==> config.mk <==
export PLATFORM = sky130hd
export DESIGN_NAME = lane_sat_adder
export DESIGN_NICKNAME = d
export VERILOG_FILES = /design/src/rtl/simd_sat_pkg.sv /design/src/rtl/sat_lane_add.sv /design/src/rtl/packed_sat_core.sv /design/src/rtl/lane_sat_adder.sv
export SDC_FILE = /design/constraint.sdc
export NUM_CORES = 1
export LEC_CHECK = 0
export ABC_AREA = 1
export BUFFER_PORTS_ARGS = -buffer_cell sky130_fd_sc_hd__buf_2
export CAP_MARGIN = 20
export CORE_ASPECT_RATIO = 2
export CORE_UTILIZATION = 30
export CTS_CLUSTER_DIAMETER = 50
export DETAILED_ROUTE_END_ITERATION = 16
export GPL_TIMING_DRIVEN = 0
export SYNTH_ARGS = -nofsm -noshare
export SYNTH_HDL_FRONTEND = slang
export SYNTH_HIERARCHICAL = 1
export SYNTH_SLANG_ARGS = --single-unit
==> constraint.sdc <==
create_clock -name clk -period 3.1 [get_ports clk]
set_input_delay 0.62 -clock clk [delete_from_list [all_inputs] [get_ports clk]]
set_output_delay 0.62 -clock clk [all_outputs]
set_load 0.02 [all_outputs]
==> src/rtl/simd_sat_pkg.sv <==
package simd_sat_pkg;
  typedef enum logic {
    LM_BYTE = 1'b0,
    LM_HALF = 1'b1
  } lane_mode_e;

  localparam int unsigned BYTE_W = 8;
  localparam int unsigned HALF_W = 16;
endpackage

==> src/rtl/sat_lane_add.sv <==
module sat_lane_add #(
  parameter int unsigned W = 8
) (
  input  logic [W-1:0] a,
  input  logic [W-1:0] b,
  output logic [W-1:0] sum,
  output logic         sat
);
  logic [W-1:0] raw;
  logic         pos_ovf;
  logic         neg_ovf;

  always_comb begin
    raw     = a + b;
    pos_ovf = !a[W-1] && !b[W-1] &&  raw[W-1];
    neg_ovf =  a[W-1] &&  b[W-1] && !raw[W-1];
    if (pos_ovf)      sum = {1'b0, {(W-1){1'b1}}};
    else if (neg_ovf) sum = {1'b1, {(W-1){1'b0}}};
    else              sum = raw;
    sat = pos_ovf || neg_ovf;
  end
endmodule

==> src/rtl/packed_sat_core.sv <==
module packed_sat_core
  import simd_sat_pkg::*;
#(
  parameter int unsigned DATA_W = 32
) (
  input  lane_mode_e                      mode,
  input  logic [DATA_W-1:0]               a,
  input  logic [DATA_W-1:0]               b,
  output logic [DATA_W-1:0]               res,
  output logic [DATA_W/BYTE_W-1:0]        flags
);
  localparam int unsigned NB = DATA_W / BYTE_W;
  localparam int unsigned NH = DATA_W / HALF_W;
  localparam int unsigned STRIDE = HALF_W / BYTE_W;

  logic [DATA_W-1:0] res_b, res_h;
  logic [NB-1:0]     flg_b, flg_h;

  for (genvar i = 0; i < NB; i++) begin : g_byte
    sat_lane_add #(.W(BYTE_W)) u_lane (
      .a  (a[i*BYTE_W +: BYTE_W]),
      .b  (b[i*BYTE_W +: BYTE_W]),
      .sum(res_b[i*BYTE_W +: BYTE_W]),
      .sat(flg_b[i])
    );
  end

  for (genvar j = 0; j < NH; j++) begin : g_half
    sat_lane_add #(.W(HALF_W)) u_lane (
      .a  (a[j*HALF_W +: HALF_W]),
      .b  (b[j*HALF_W +: HALF_W]),
      .sum(res_h[j*HALF_W +: HALF_W]),
      .sat(flg_h[j*STRIDE])
    );
    for (genvar k = 1; k < STRIDE; k++) begin : g_zero
      assign flg_h[j*STRIDE + k] = 1'b0;
    end
  end

  always_comb begin
    if (mode == LM_HALF) begin
      res   = res_h;
      flags = flg_h;
    end else begin
      res   = res_b;
      flags = flg_b;
    end
  end
endmodule

==> src/rtl/lane_sat_adder.sv <==
module lane_sat_adder
  import simd_sat_pkg::*;
#(
  parameter int unsigned DATA_W  = 32,
  parameter bit          REG_OUT = 1'b1
) (
  input  logic                     clk,
  input  logic                     rst,
  input  logic                     in_valid,
  input  logic                     lane_mode,
  input  logic [DATA_W-1:0]        op_a,
  input  logic [DATA_W-1:0]        op_b,
  output logic                     out_valid,
  output logic [DATA_W-1:0]        result,
  output logic [DATA_W/BYTE_W-1:0] sat_flags
);
  localparam int unsigned NB = DATA_W / BYTE_W;
  localparam int unsigned NH = DATA_W / HALF_W;

  logic [DATA_W-1:0] comb_res;
  logic [NB-1:0]     comb_flg;

  packed_sat_core #(.DATA_W(DATA_W)) u_core (
    .mode (lane_mode_e'(lane_mode)),
    .a    (op_a),
    .b    (op_b),
    .res  (comb_res),
    .flags(comb_flg)
  );

  if (REG_OUT) begin : g_reg
    always_ff @(posedge clk) begin
      if (rst) begin
        out_valid <= 1'b0;
        result    <= '0;
        sat_flags <= '0;
      end else begin
        out_valid <= in_valid;
        if (in_valid) begin
          result    <= comb_res;
          sat_flags <= comb_flg;
        end
      end
    end

    assert_valid_follow_R7: assert property (@(posedge clk) disable iff (rst)
      in_valid |=> out_valid);
    assert_valid_drop_R7: assert property (@(posedge clk) disable iff (rst)
      !in_valid |=> !out_valid);
    assert_hold_R8: assert property (@(posedge clk) disable iff (rst)
      !in_valid |=> ($stable(result) && $stable(sat_flags)));
    assert_half_flags_R6: assert property (@(posedge clk) disable iff (rst)
      (in_valid && lane_mode) |=> (sat_flags[1] == 1'b0 && sat_flags[3] == 1'b0));

    for (genvar i = 0; i < NB; i++) begin : g_chk_b
      assert_byte_clamp_R2: assert property (@(posedge clk) disable iff (rst)
        (in_valid && !lane_mode) |=> (!sat_flags[i] ||
          result[i*BYTE_W +: BYTE_W] == 8'h7F || result[i*BYTE_W +: BYTE_W] == 8'h80));
      assert_no_sat_mixed_R5: assert property (@(posedge clk) disable iff (rst)
        (in_valid && !lane_mode && (op_a[i*BYTE_W+7] != op_b[i*BYTE_W+7]))
          |=> !sat_flags[i]);
    end
    for (genvar j = 0; j < NH; j++) begin : g_chk_h
      assert_half_clamp_R4: assert property (@(posedge clk) disable iff (rst)
        (in_valid && lane_mode) |=> (!sat_flags[2*j] ||
          result[j*HALF_W +: HALF_W] == 16'h7FFF || result[j*HALF_W +: HALF_W] == 16'h8000));
    end
  end else begin : g_comb
    assign out_valid = in_valid;
    assign result    = comb_res;
    assign sat_flags = comb_flg;
  end
endmodule

After elaboration in Yosys (flattened, before gate mapping)
Cells that the tools add are included.

Register bits after elaboration: 37. Input port bits: 68. Output and inout bits: 37.

Add/subtract/negate cells: 6. Multiplexer cells: 14. Reductions and logical operators: 40.

Operators with widths (count): two-way mux 16 bit (4); two-way mux 8 bit (8); adder 16 bit (2); adder 8 bit (4); two-way mux 32 bit (1); logical AND 1 bit (20); zero test 1 bit (14); logical OR 1 bit (6); two-way mux 4 bit (1).

Depth between registers and ports, before layout
Gate-level depths: netlist (run 1).

Word-level depth: 6. Mapped depth: 18.

Cells and area by module
The synthesis (run 1) kept the hierarchy.

By module, submodules not included: sat_lane_add at u_core.g_half[0].u_lane ... (instances 2, cells each 203, area an instance 1108.6 um^2, sequential area each 0.0 um^2); lane_sat_adder (instances 1, cells each 231, area an instance 1547.7 um^2, sequential area each 740.7 um^2); sat_lane_add at u_core.g_byte[1].u_lane ... (instances 3, cells each 79, area an instance 495.5 um^2, sequential area each 0.0 um^2); sat_lane_add at u_core.g_byte[0].u_lane (instances 1, cells each 79, area an instance 506.7 um^2, sequential area each 0.0 um^2); packed_sat_core (instances 1, cells each 114, area an instance 505.5 um^2, sequential area each 0.0 um^2).

Worst setup path after synthesis (run 1)
Ideal clock, no wire load.

Kind: input-to-reg. Start point: in op_a[16]. End point: reg result[30]. Setup time: 113 ps. Arrival time: 2201 ps. Data required time: 2987 ps. Setup slack: 786 ps. Stages: 17. Path through: ha_1 inv_1 fa_1 nor2_1 nor2_1 o21ai_0 nand2_1 nand3_1 nand2_1 nand2_1 nand2_1 nand2_1 nand2_1 inv_1 nand2_1 nand2_1 nor2_1.

Longest elaborated chain between the ends: 6.

Ends and longest elaborated chain: start: declaration (line lane_sat_adder.sv:11) `input logic [DATA_W-1:0] op_a,`; adder 16 bit (*) (line sat_lane_add.sv:14) `raw = a + b;`; zero test 1 bit (line sat_lane_add.sv:16) `neg_ovf = a[W-1] && b[W-1] && !raw[W-1];`; logical AND 1 bit (line sat_lane_add.sv:16); two-way mux 16 bit (line sat_lane_add.sv:18) `else if (neg_ovf) sum = {1'b1, {(W-1){1'b0}}};`; two-way mux 16 bit (*) (line sat_lane_add.sv:17) `if (pos_ovf) sum = {1'b0, {(W-1){1'b1}}};`; via u_core.res_h[30] (line packed_sat_core.sv:16) `logic [DATA_W-1:0] res_b, res_h;`; two-way mux 32 bit (*) (line packed_sat_core.sv:41) `if (mode == LM_HALF) begin`; via comb_res[30] (line lane_sat_adder.sv:20) `logic [DATA_W-1:0] comb_res;`; end signal: assignment (line lane_sat_adder.sv:40) `result <= comb_res;`; end: declaration (line lane_sat_adder.sv:14) `output logic [DATA_W-1:0] result,`.

The timed path passes the listed nets; every way through them passes the cells marked *. A chain may end at the register's enable or synchronous reset.

Worst setup path after layout (run 1)
Start point: in op_a[16]. End point: reg result[26].

Same word-level chain as after synthesis.

==> results of run 1 <==
critical path, delay by kind of cell:
family | cells | cell delay, ns
AOI/OAI and AO/OA | 1 | 0.52
adders and majority gates | 2 | 0.59
and+or+nand+nor | 13 | 0.99
buffers and inverters | 3 | 0.18
registers in the layout, indices dropped and copies added, names as in the netlist:
signal	count
result	32
sat_flags	4
out_valid	1
layout by cell type, fill, tap and decap left out, types with 12 or more instances in the layout:
cell type / count
nand2_1: 472
inv_1: 142
buf_2: 102
nor2_1: 100
ha_1: 70
nand3_1: 46
nand2_2: 39
dfxtp_1: 37
a21oi_1: 20
xor2_1: 20
buf_6: 15
nand3_4: 12
final cells by class:
type / count / area share, %
Buffer: 22 / 3.148
Clock buffer: 6 / 1.772
Clock inverter: 2 / 0.5332
Inverter: 149 / 7.792
Multi-Input combinational cell: 859 / 64.98
Sequential cell: 37 / 10.18
Tap cell: 266 / 4.575
Timing Repair Buffer: 102 / 7.018
through the flow:
stage               setup slack (ns)  hold WS [ns]  util, %  instance area (um^2)  instances
floorplan                     0.7856        0.5437        -                  6264       1067
global placement              0.1857        0.4516    34.73                  7107       1435
detailed placement            0.1278        0.4597    34.73                  7107       1435
CTS                           0.4242        0.4677    35.55                  7274       1443
global route                  0.2185        0.4881    35.55                  7274       1443
finish                        0.4124        0.4658    35.55                  7274       1443
per-layer routing:
layer  up-vias  track usage (%)
li1       3459                -
met1      2848            13.91
met2       106            40.71
met3        40           0.7253
met4         0            7.959
met5         -                0
power groups by stage:
| stage | Combinational, uW | Clock, uW | Sequential [uW] |
|---|---|---|---|
| global route | 1550 | 630 | 552 |
| finish | 1360 | 603 | 547 |
| detailed placement | 1360 | 0 | 559 |
| global placement | 1350 | 0 | 559 |
| CTS | 1370 | 624 | 549 |
| floorplan | 973 | 0 | 605 |
cells by family (layout without fill, tap and decap cells):
kind of cell | after synthesis | in the layout | share of synthesized area (%)
buffers and inverters | 171 | 281 | 12.70
xor gates and xnor gates | 28 | 28 | 3.915
AOI/OAI and AO/OA | 38 | 38 | 4.375
DFF | 37 | 37 | 11.83
adders and majority gates | 76 | 76 | 15.90
and+or+nand+nor | 717 | 717 | 51.28
how the worst max path moves through the flow:
stage                                          to  slack, ns
after global placement    result[30]$_SDFFE_PP0P_       0.19
final                     result[26]$_SDFFE_PP0P_       0.41
after CTS                 result[30]$_SDFFE_PP0P_       0.42
after floorplan           result[30]$_SDFFE_PP0P_       0.79
after global routing      result[26]$_SDFFE_PP0P_       0.22
after detailed placement  result[30]$_SDFFE_PP0P_       0.13
==> results.txt, run 1 <==
Outcome: completed
CTS tree: built
Startpoint Class: primary input
Post-synth top cells: 472 x nand2_1, 142 x inv_1, 100 x nor2_1
Synth Area per Inst: 5.870 um^2
Largest net degree at the start of global routing: 13
Routed WL per cell: 12.70 um
Synth Cell Area: 6264 um^2
Initial Util: 30.61%
Number of global-route vias before repair: 6621
Die area: 21500 um^2
Multi-input gate area: 4727 um^2
Main synth FF type: dfxtp_1
Clock Power Share: 24.0%
Hold Crit Endpoint: result[25]$_SDFFE_PP0P_
Slew HR: 57.63%
DR iter-0 viols: 145
RR Endpoint: sat_flags[0]$_SDFFE_PP0P_
CP Capture Type: register
Clk buf depth: 2
Final setup vio count: 0
Global Route Usage Sum: 17.47%
RSZ-0062 raised after global routing: no
IO Count: 105
CP max stage delay: 0.52 ns
Yosys warning count: 6
Flops & latches, synth: 37
Launch point of the worst hold path: result[25]$_SDFFE_PP0P_
R2R Setup Slk: 2.49 ns
Synth-to-Final Area Change: 16.14%
Ant diodes: 0
Clock Latency Late Sink: 0.29 ns
Switching pwr: 1093 uW
Switching share of power: 43.57%
WL final: 18320 um
Critical path peak fanout: 3
Power Internal: 1415 uW
Final Skew: 0 ns
# Post-CTS Setup Buffers: 0
Post-Syn Nets: 1211
FF/Latch Area: 740.7 um^2
CP required: 3.32 ns
Crit share post-route: 86.70%
Via count: 6453
Sequential power share: 21.8%
Final TNS setup: 0 ns
Post-synthesis cell type count: 31
R2r startpoint: sat_flags[0]$_SDFFE_PP0P_
First-pass GRT wire length: 29910 um
Leak pwr: 0.004481 uW
Gp weighted congestion: 0.8540
Gate power share: 54.1%
Area contributors post-synth: nand2_1 28%, ha_1 14%, dfxtp_1 12%
Minimum clock period: 2.688 ns
Count leader, synth: nand2_1
Register area share after synthesis: 11.83%
FP Rows: 74
Routed length on met1: 5916 um
Total design power: 2508 uW
Mapped Cells: 1067
Worst min-delay path class: register to register
Hold depth: 2
Overflow after GRT: 0
Worst slew pin tran: 0.6288 ns
Die H: 206.3 um
Num CTS Buffers: 5
Number of routed nets with antenna violations: 0
Die Wd: 104.2 um
Antenna violations before repair: 0
Met2 routed WL: 11450 um
H-tree Lvls: 2
Fill cells: 2359
Worst Setup SP: op_a[16]
# DRC: 0
Fmax: 372.1 MHz
Slowest CP cell: o21ai_0
Post-CTS sizing: 0
Port Buffer Count: 102
Critical Path AT: 2.91 ns
Share of layout cells above drive strength 1: 19.20%
Post-synth top area share: 28.29%
DRT Pass-1 Iters: 5
Slew Limit Fails: 0
Max_cap viols: 0
Endpoints failing hold: 0
Crit-path cells: buf_2, ha_1, inv_1, fa_1, nor2_1, nor2_1, o21ai_0, nand2_1, nand2_1, nand2_1, nand2_1, nand2_1, nand2_1, nand2_1, nand2_1, inv_1, nand2_1, nand2_1, nor2_1
Routed vias/inst: 4.472
Core area: 20460 um^2
Wire length on met3: 281 um
Pwr dens: 344.8 nW/um^2
Clock root buffer: clkbuf_16
Area leader, netlist: nand2_1
Top Layer Used: met4
HPWL after detailed placement: 16020 um
Final nets: 1320
Reg2reg path depth: 2
Asr flop ratio synth: 0%
Worst ir drop on vdd: 0.1899 mV
CTS clk-pin slew, worst paths: 0.06 ns
Crit Path Class: primary input to register
Hold Buf Count CTS: 0
Clock sinks: 37
Post-synth EDFFs: 0
Most frequent CP cell: nand2_1
Power figures use the tool's default switching activity.
==> run 2: changes to the inputs <==
--- a/config.mk
+++ b/config.mk
@@ -10,9 +10,12 @@
 export CAP_MARGIN = 20
 export CORE_ASPECT_RATIO = 2
 export CORE_UTILIZATION = 30
+export CTS_BUF_LIST = sky130_fd_sc_hd__clkbuf_8
 export CTS_CLUSTER_DIAMETER = 50
 export DETAILED_ROUTE_END_ITERATION = 16
 export GPL_TIMING_DRIVEN = 0
+export REMOVE_ABC_BUFFERS = 1
+export SLEW_MARGIN = 20
 export SYNTH_ARGS = -nofsm -noshare
 export SYNTH_HDL_FRONTEND = slang
 export SYNTH_HIERARCHICAL = 1
==> results.txt, run 2 (synthesized netlist as in run 1, its figures left out) <==
Number of global-route vias before repair: 6424 (-3.0%)
Post-CTS sizing: 0 (unchanged)
Fmax: 369.0 MHz (-0.84%)
Port Buffer Count: 104 (+2.0%)
Hold Buf Count CTS: 0 (unchanged)
Crit path capture: result[30]$_SDFFE_PP0P_
Minimum clock period: 2.710 ns (+0.02267 ns)
Slew Limit Fails: 0 (unchanged)
Ant diodes: 0 (unchanged)
Num CTS Buffers: 5 (unchanged)
Overflow after GRT: 0 (unchanged)
First-pass GRT wire length: 28730 um (-3.9%)
Critical Path AT: 2.96 ns (+0.05 ns)
Endpoints failing hold: 0 (unchanged)
Clk buf depth: 2 (unchanged)
Via count: 6452 (-0.015%)
Gp weighted congestion: 0.9062 (+6.1%)
Share of layout cells above drive strength 1: 17.73% (-1.5 points)
Largest register FFs: 32 (unchanged)
# Post-CTS Setup Buffers: 0 (unchanged)
Global Route Usage Sum: 16.88% (-0.58 points)
CTS tree: built
RR Endpoint: result[9]$_SDFFE_PP0P_
Startpoint Class: primary input
Pwr dens: 320.7 nW/um^2 (-7.0%)
Core area: 20460 um^2 (unchanged)
Reg2reg path depth: 2 (unchanged)
Final setup vio count: 0 (unchanged)
# DRC: 0 (unchanged)
Regs by FF count: result (32), sat_flags (4), out_valid (1)
Crit Path Class: primary input to register
H-tree Lvls: 2 (unchanged)
Clock sinks: 37 (unchanged)
Final TNS setup: 0 ns (unchanged)
Most flops, register: result
Crit share post-route: 87.43% (+0.73 points)
Die area: 21500 um^2 (unchanged)
Final nets: 1300 (-1.5%)
Area after DPL: 6890 um^2 (-3.0%)
Die Wd: 104.2 um (unchanged)
Number of routed nets with antenna violations: 0 (unchanged)
RSZ-0062 raised after global routing: no
Routed vias/inst: 4.537 (+1.5%)
CTS clk-pin slew, worst paths: 0.08 ns (+0.02 ns)
Post-route cell area: 6977 um^2 (-4.1%)
Initial Util: 30.61% (unchanged)
R2R Setup Slk: 2.50 ns (about the same)
Commonest non-fill, non-tap cell in the layout: nand2_1
WL final: 17660 um (-3.6%)
Routed WL per cell: 12.42 um (-2.2%)
Max_cap viols: 0 (unchanged)
Worst Setup SP: op_a[16]
Outcome: completed
Slew HR: 41.70% (-16 points)
Die H: 206.3 um (unchanged)
Leak pwr: 0.004330 uW (-3.4%)
Synth-to-Final Area Change: 11.39%
HPWL after detailed placement: 14380 um (-10%)
DR iter-0 viols: 198 (+37%)
Clock root buffer: clkbuf_8
Antenna violations before repair: 0 (unchanged)
R2r startpoint: result[9]$_SDFFE_PP0P_
CP Capture Type: register
Final Skew: 0 ns (unchanged)
Worst slew pin tran: 0.8746 ns (+0.2457 ns)
CP required: 3.35 ns (+0.03 ns)
Commonest cells after routing, fill and taps aside: 472 x nand2_1, 143 x inv_1, 103 x buf_2
Worst ir drop on vdd: 0.1304 mV (-31%)
Worst min-delay path class: register to register
Largest net degree at the start of global routing: 74 (+61)
Clock Latency Late Sink: 0.32 ns (+0.03 ns)
Critical path peak fanout: 3 (unchanged)
FP Rows: 74 (unchanged)
DRT Pass-1 Iters: 4 (-1)
IO Count: 105 (unchanged)
-- run 2: worst max-delay path, cell delays in order --
cell	delay [ns]
buf_2	0.10
ha_1	0.16
inv_1	0.05
fa_1	0.44
nor2_1	0.13
nor2_1	0.09
o21ai_0	0.47
nand2_1	0.15
nand2_1	0.10
nand2_1	0.05
nand2_1	0.05
nand2_1	0.05
nand2_1	0.06
nand2_1	0.06
nand2_1	0.10
inv_1	0.04
nand2_1	0.04
nand2_1	0.08
nor2_1	0.12
-- run 2: layer usage --
| metal | track usage (%) | up-vias | wire length, um |
|---|---|---|---|
| li1 | - | 3434 | - |
| met1 | 13.87 | 2826 | 5974 |
| met2 | 36.81 | 142 | 10400 |
| met3 | 1.135 | 50 | 416 |
| met4 | 11.33 | 0 | 867 |
| met5 | 0 | - | 0 |
-- run 2: worst min path at each step --
stage                                  from  cells after the start                      end
floorplan            result[0]$_SDFFE_PP0P_                      2   result[0]$_SDFFE_PP0P_
global placement    result[23]$_SDFFE_PP0P_                      2  result[23]$_SDFFE_PP0P_
detailed placement   result[7]$_SDFFE_PP0P_                      2   result[7]$_SDFFE_PP0P_
CTS                                     rst                      2     out_valid$_SDFF_PP0_
global route        result[23]$_SDFFE_PP0P_                      2  result[23]$_SDFFE_PP0P_
finish              result[22]$_SDFFE_PP0P_                      2  result[22]$_SDFFE_PP0P_
-- run 2: metrics by stage --
stage	hold slack (ns)	util, %	setup slack (ns)	power, uW	instances
after floorplan	0.5437	-	0.7613	1531	1045
after global placement	0.4518	33.66	0.07532	1861	1415
after detailed placement	0.4589	33.67	0.08991	1871	1415
after CTS	0.4677	34.10	0.4419	2286	1422
after global routing	0.4887	34.10	0.1796	2470	1422
final	0.4706	34.10	0.3897	2237	1422
-- run 2: area by class of cell --
class | instances | area (um^2)
Clock inverter | 1 | 3.754
Inverter | 149 | 566.8
Sequential cell | 37 | 740.7
Tap cell | 266 | 332.8
Clock buffer | 6 | 82.58
Timing Repair Buffer | 104 | 523.0
Fill cell | 2356 | 13490
Multi-Input combinational cell | 859 | 4727
-- run 2: where the power goes --
part           switching, uW  leakage, uW  internal, uW
Clock                    211    0.0000485           174
Sequential              21.9     0.000307           519
Combinational            827      0.00397           484
Total                   1060      0.00433          1180
==> run 3: changes to the inputs <==
--- a/config.mk
+++ b/config.mk
@@ -6,7 +6,7 @@
 export NUM_CORES = 1
 export LEC_CHECK = 0
 export ABC_AREA = 1
-export BUFFER_PORTS_ARGS = -buffer_cell sky130_fd_sc_hd__buf_2
+export BUFFER_PORTS_ARGS = -buffer_cell sky130_fd_sc_hd__buf_4
 export CAP_MARGIN = 20
 export CORE_ASPECT_RATIO = 2
 export CORE_UTILIZATION = 30
==> results.txt, run 3 (synthesized netlist as in run 1, its figures left out) <==
Post-route cell area: 7268 um^2 (+4.2%)
Slew HR: 48.18% (+6.5 points)
Clk buf depth: 2 (unchanged)
Startpoint Class: primary input
DR iter-0 viols: 174 (-12%)
Synth-to-Final Area Change: 16.04%
Gp weighted congestion: 0.9217 (+1.7%)
# DRC: 0 (unchanged)
Total design power: 2385 uW (+6.6%)
Outcome: completed
R2R Setup Slk: 2.49 ns (about the same)
First-pass GRT wire length: 28800 um (+0.24%)
Launch point of the worst hold path: result[1]$_SDFFE_PP0P_
Worst min-delay path class: register to register
Endpoints failing hold: 0 (unchanged)
Worst slew pin tran: 0.7773 ns (-0.09723 ns)
Hold Crit Endpoint: result[1]$_SDFFE_PP0P_
Slew Limit Fails: 0 (unchanged)
Routed vias/inst: 4.510 (-0.60%)
Antenna violations before repair: 0 (unchanged)
RSZ-0062 raised after global routing: no
Most used routing layer: met2
Critical Path AT: 2.96 ns (about the same)
Worst ir drop on vdd: 0.1451 mV (+11%)
DRT Pass-1 Iters: 4 (unchanged)
Hold depth: 2 (unchanged)
Fmax: 369.8 MHz (+0.23%)
Die Wd: 104.2 um (unchanged)
Commonest cells after routing, fill and taps aside: 472 x nand2_1, 142 x inv_1, 104 x buf_4
Global Route Usage Sum: 16.89% (about the same)
CP Capture Type: register
Switching share of power: 44.94% (-2.4 points)
Die H: 206.3 um (unchanged)
Most flops, register: result
Post-CTS sizing: 0 (unchanged)
Largest register FFs: 32 (unchanged)
Final TNS setup: 0 ns (unchanged)
Die area: 21500 um^2 (unchanged)
Area after DPL: 7148 um^2 (+3.7%)
CP required: 3.36 ns (about the same)
H-tree Lvls: 2 (unchanged)
Commonest non-fill, non-tap cell in the layout: nand2_1
Number of routed nets with antenna violations: 0 (unchanged)
Final setup vio count: 0 (unchanged)
Sequential power share: 22.8% (-1.4 points)
FF/Latch Area: 740.7 um^2 (unchanged)
Met3 Usage GRT: 0.9776% (-0.16 points)
Number of global-route vias before repair: 6361 (-0.98%)
Switching pwr: 1072 uW (+1.2%)
IO Count: 105 (unchanged)
Max_cap viols: 0 (unchanged)
HPWL after detailed placement: 14270 um (-0.74%)
Overflow after GRT: 0 (unchanged)
Crit Path Class: primary input to register
Critical path peak fanout: 3 (unchanged)
Initial Util: 30.61% (unchanged)
RR Endpoint: sat_flags[0]$_SDFFE_PP0P_
Clock sinks: 37 (unchanged)
CTS tree: built
Clock root buffer: clkbuf_8
Final Skew: 0 ns (unchanged)
Leak pwr: 0.004407 uW (+1.8%)
Minimum clock period: 2.704 ns (-0.006216 ns)
Regs by FF count: result (32), sat_flags (4), out_valid (1)
Final nets: 1300 (unchanged)
Share of layout cells above drive strength 1: 17.89% (+0.16 points)
Pwr dens: 328.1 nW/um^2 (+2.3%)
Routed WL per cell: 12.35 um (-0.56%)
Gate power share: 56.9% (-1.7 points)
Clock Latency Late Sink: 0.31 ns (about the same)
Via count: 6418 (-0.53%)
WL final: 17570 um (-0.49%)
Num CTS Buffers: 5 (unchanged)
CTS clk-pin slew, worst paths: 0.09 ns (about the same)
Hold Buf Count CTS: 0 (unchanged)
Fill cells: 2289 (-2.8%)
Crit share post-route: 87.23% (-0.20 points)
Power Internal: 1313 uW (+12%)
Largest net degree at the start of global routing: 74 (unchanged)
R2r startpoint: sat_flags[0]$_SDFFE_PP0P_
Reg2reg path depth: 2 (unchanged)
Core area: 20460 um^2 (unchanged)
M1 GR Usage: 14.05% (+0.18 points)
Met2 Use GR: 37.62% (+0.81 points)
Multi-input gate area: 4727 um^2 (unchanged)
Post-Route Utilization: 35.52% (+1.4 points)
FP Rows: 74 (unchanged)
# Post-CTS Setup Buffers: 0 (unchanged)
Clock Power Share: 20.3% (+3.1 points)
Ant diodes: 0 (unchanged)
Port Buffer Count: 104 (unchanged)
[run 3: changes by cell type in the layout (fill, tap and decap cells not counted), sizes merged]
cell,previous run,this run
bufinv,0,1
clkinvlp,0,1
inv,150,149
[run 3: cell type report]
type                            count  area share (%)
Multi-Input combinational cell    859           65.04
Tap cell                          266           4.579
Sequential cell                    37           10.19
Timing Repair Buffer              104           10.74
Inverter                          149           7.798
Clock buffer                        6           1.136
Clock inverter                      2          0.5164
[run 3: per-layer routing]
metal | wire, um | vias up
li1 | - | 3429
met1 | 5968 | 2851
met2 | 10610 | 100
met3 | 302 | 38
met4 | 689 | 0
met5 | 0 | -
[run 3: per-stage QoR]
step	hold WS [ns]	setup slack [ns]	instances
2_1_floorplan	0.5437	0.7613	1045
3_3_place_gp	0.4608	0.1175	1415
3_5_place_dp	0.4630	0.1164	1415
4_1_cts	0.4513	0.4771	1423
5_1_grt	0.4781	0.2291	1423
6_report	0.4736	0.3959	1423
[run 3: critical path: stages]
cell and delay [ns]:
buf_4 0.09, ha_1 0.17, inv_1 0.06, fa_1 0.40
nor2_1 0.13, nor2_1 0.12, o21ai_0 0.50, nand2_1 0.14
nand2_1 0.09, nand2_1 0.05, nand2_1 0.05, nand2_1 0.05
nand2_1 0.06, nand2_1 0.09, nand2_1 0.11, inv_1 0.04
nand2_1 0.05, nand2_1 0.05, nor2_1 0.09
[run 3: how the worst max path moves through the flow]
| stage | slack (ns) | to | cells past startpoint | start |
|---|---|---|---|---|
| 2_1_floorplan | 0.76 | result[14]$_SDFFE_PP0P_ | 18 | op_a[0] |
| 3_3_place_gp | 0.12 | result[26]$_SDFFE_PP0P_ | 19 | op_a[16] |
| 3_5_place_dp | 0.12 | result[26]$_SDFFE_PP0P_ | 19 | op_a[16] |
| 4_1_cts | 0.48 | result[26]$_SDFFE_PP0P_ | 19 | op_a[16] |
| 5_1_grt | 0.23 | result[26]$_SDFFE_PP0P_ | 19 | op_a[16] |
| 6_report | 0.40 | result[14]$_SDFFE_PP0P_ | 19 | op_a[0] |
[run 3: power by group through the flow]
| stage | Sequential, uW | Clock [uW] | Combinational [uW] |
|---|---|---|---|
| global route | 550 | 526 | 1550 |
| finish | 544 | 484 | 1360 |
| floorplan | 605 | 0 | 927 |
| global placement | 556 | 0 | 1360 |
| detailed placement | 556 | 0 | 1370 |
| CTS | 546 | 524 | 1370 |
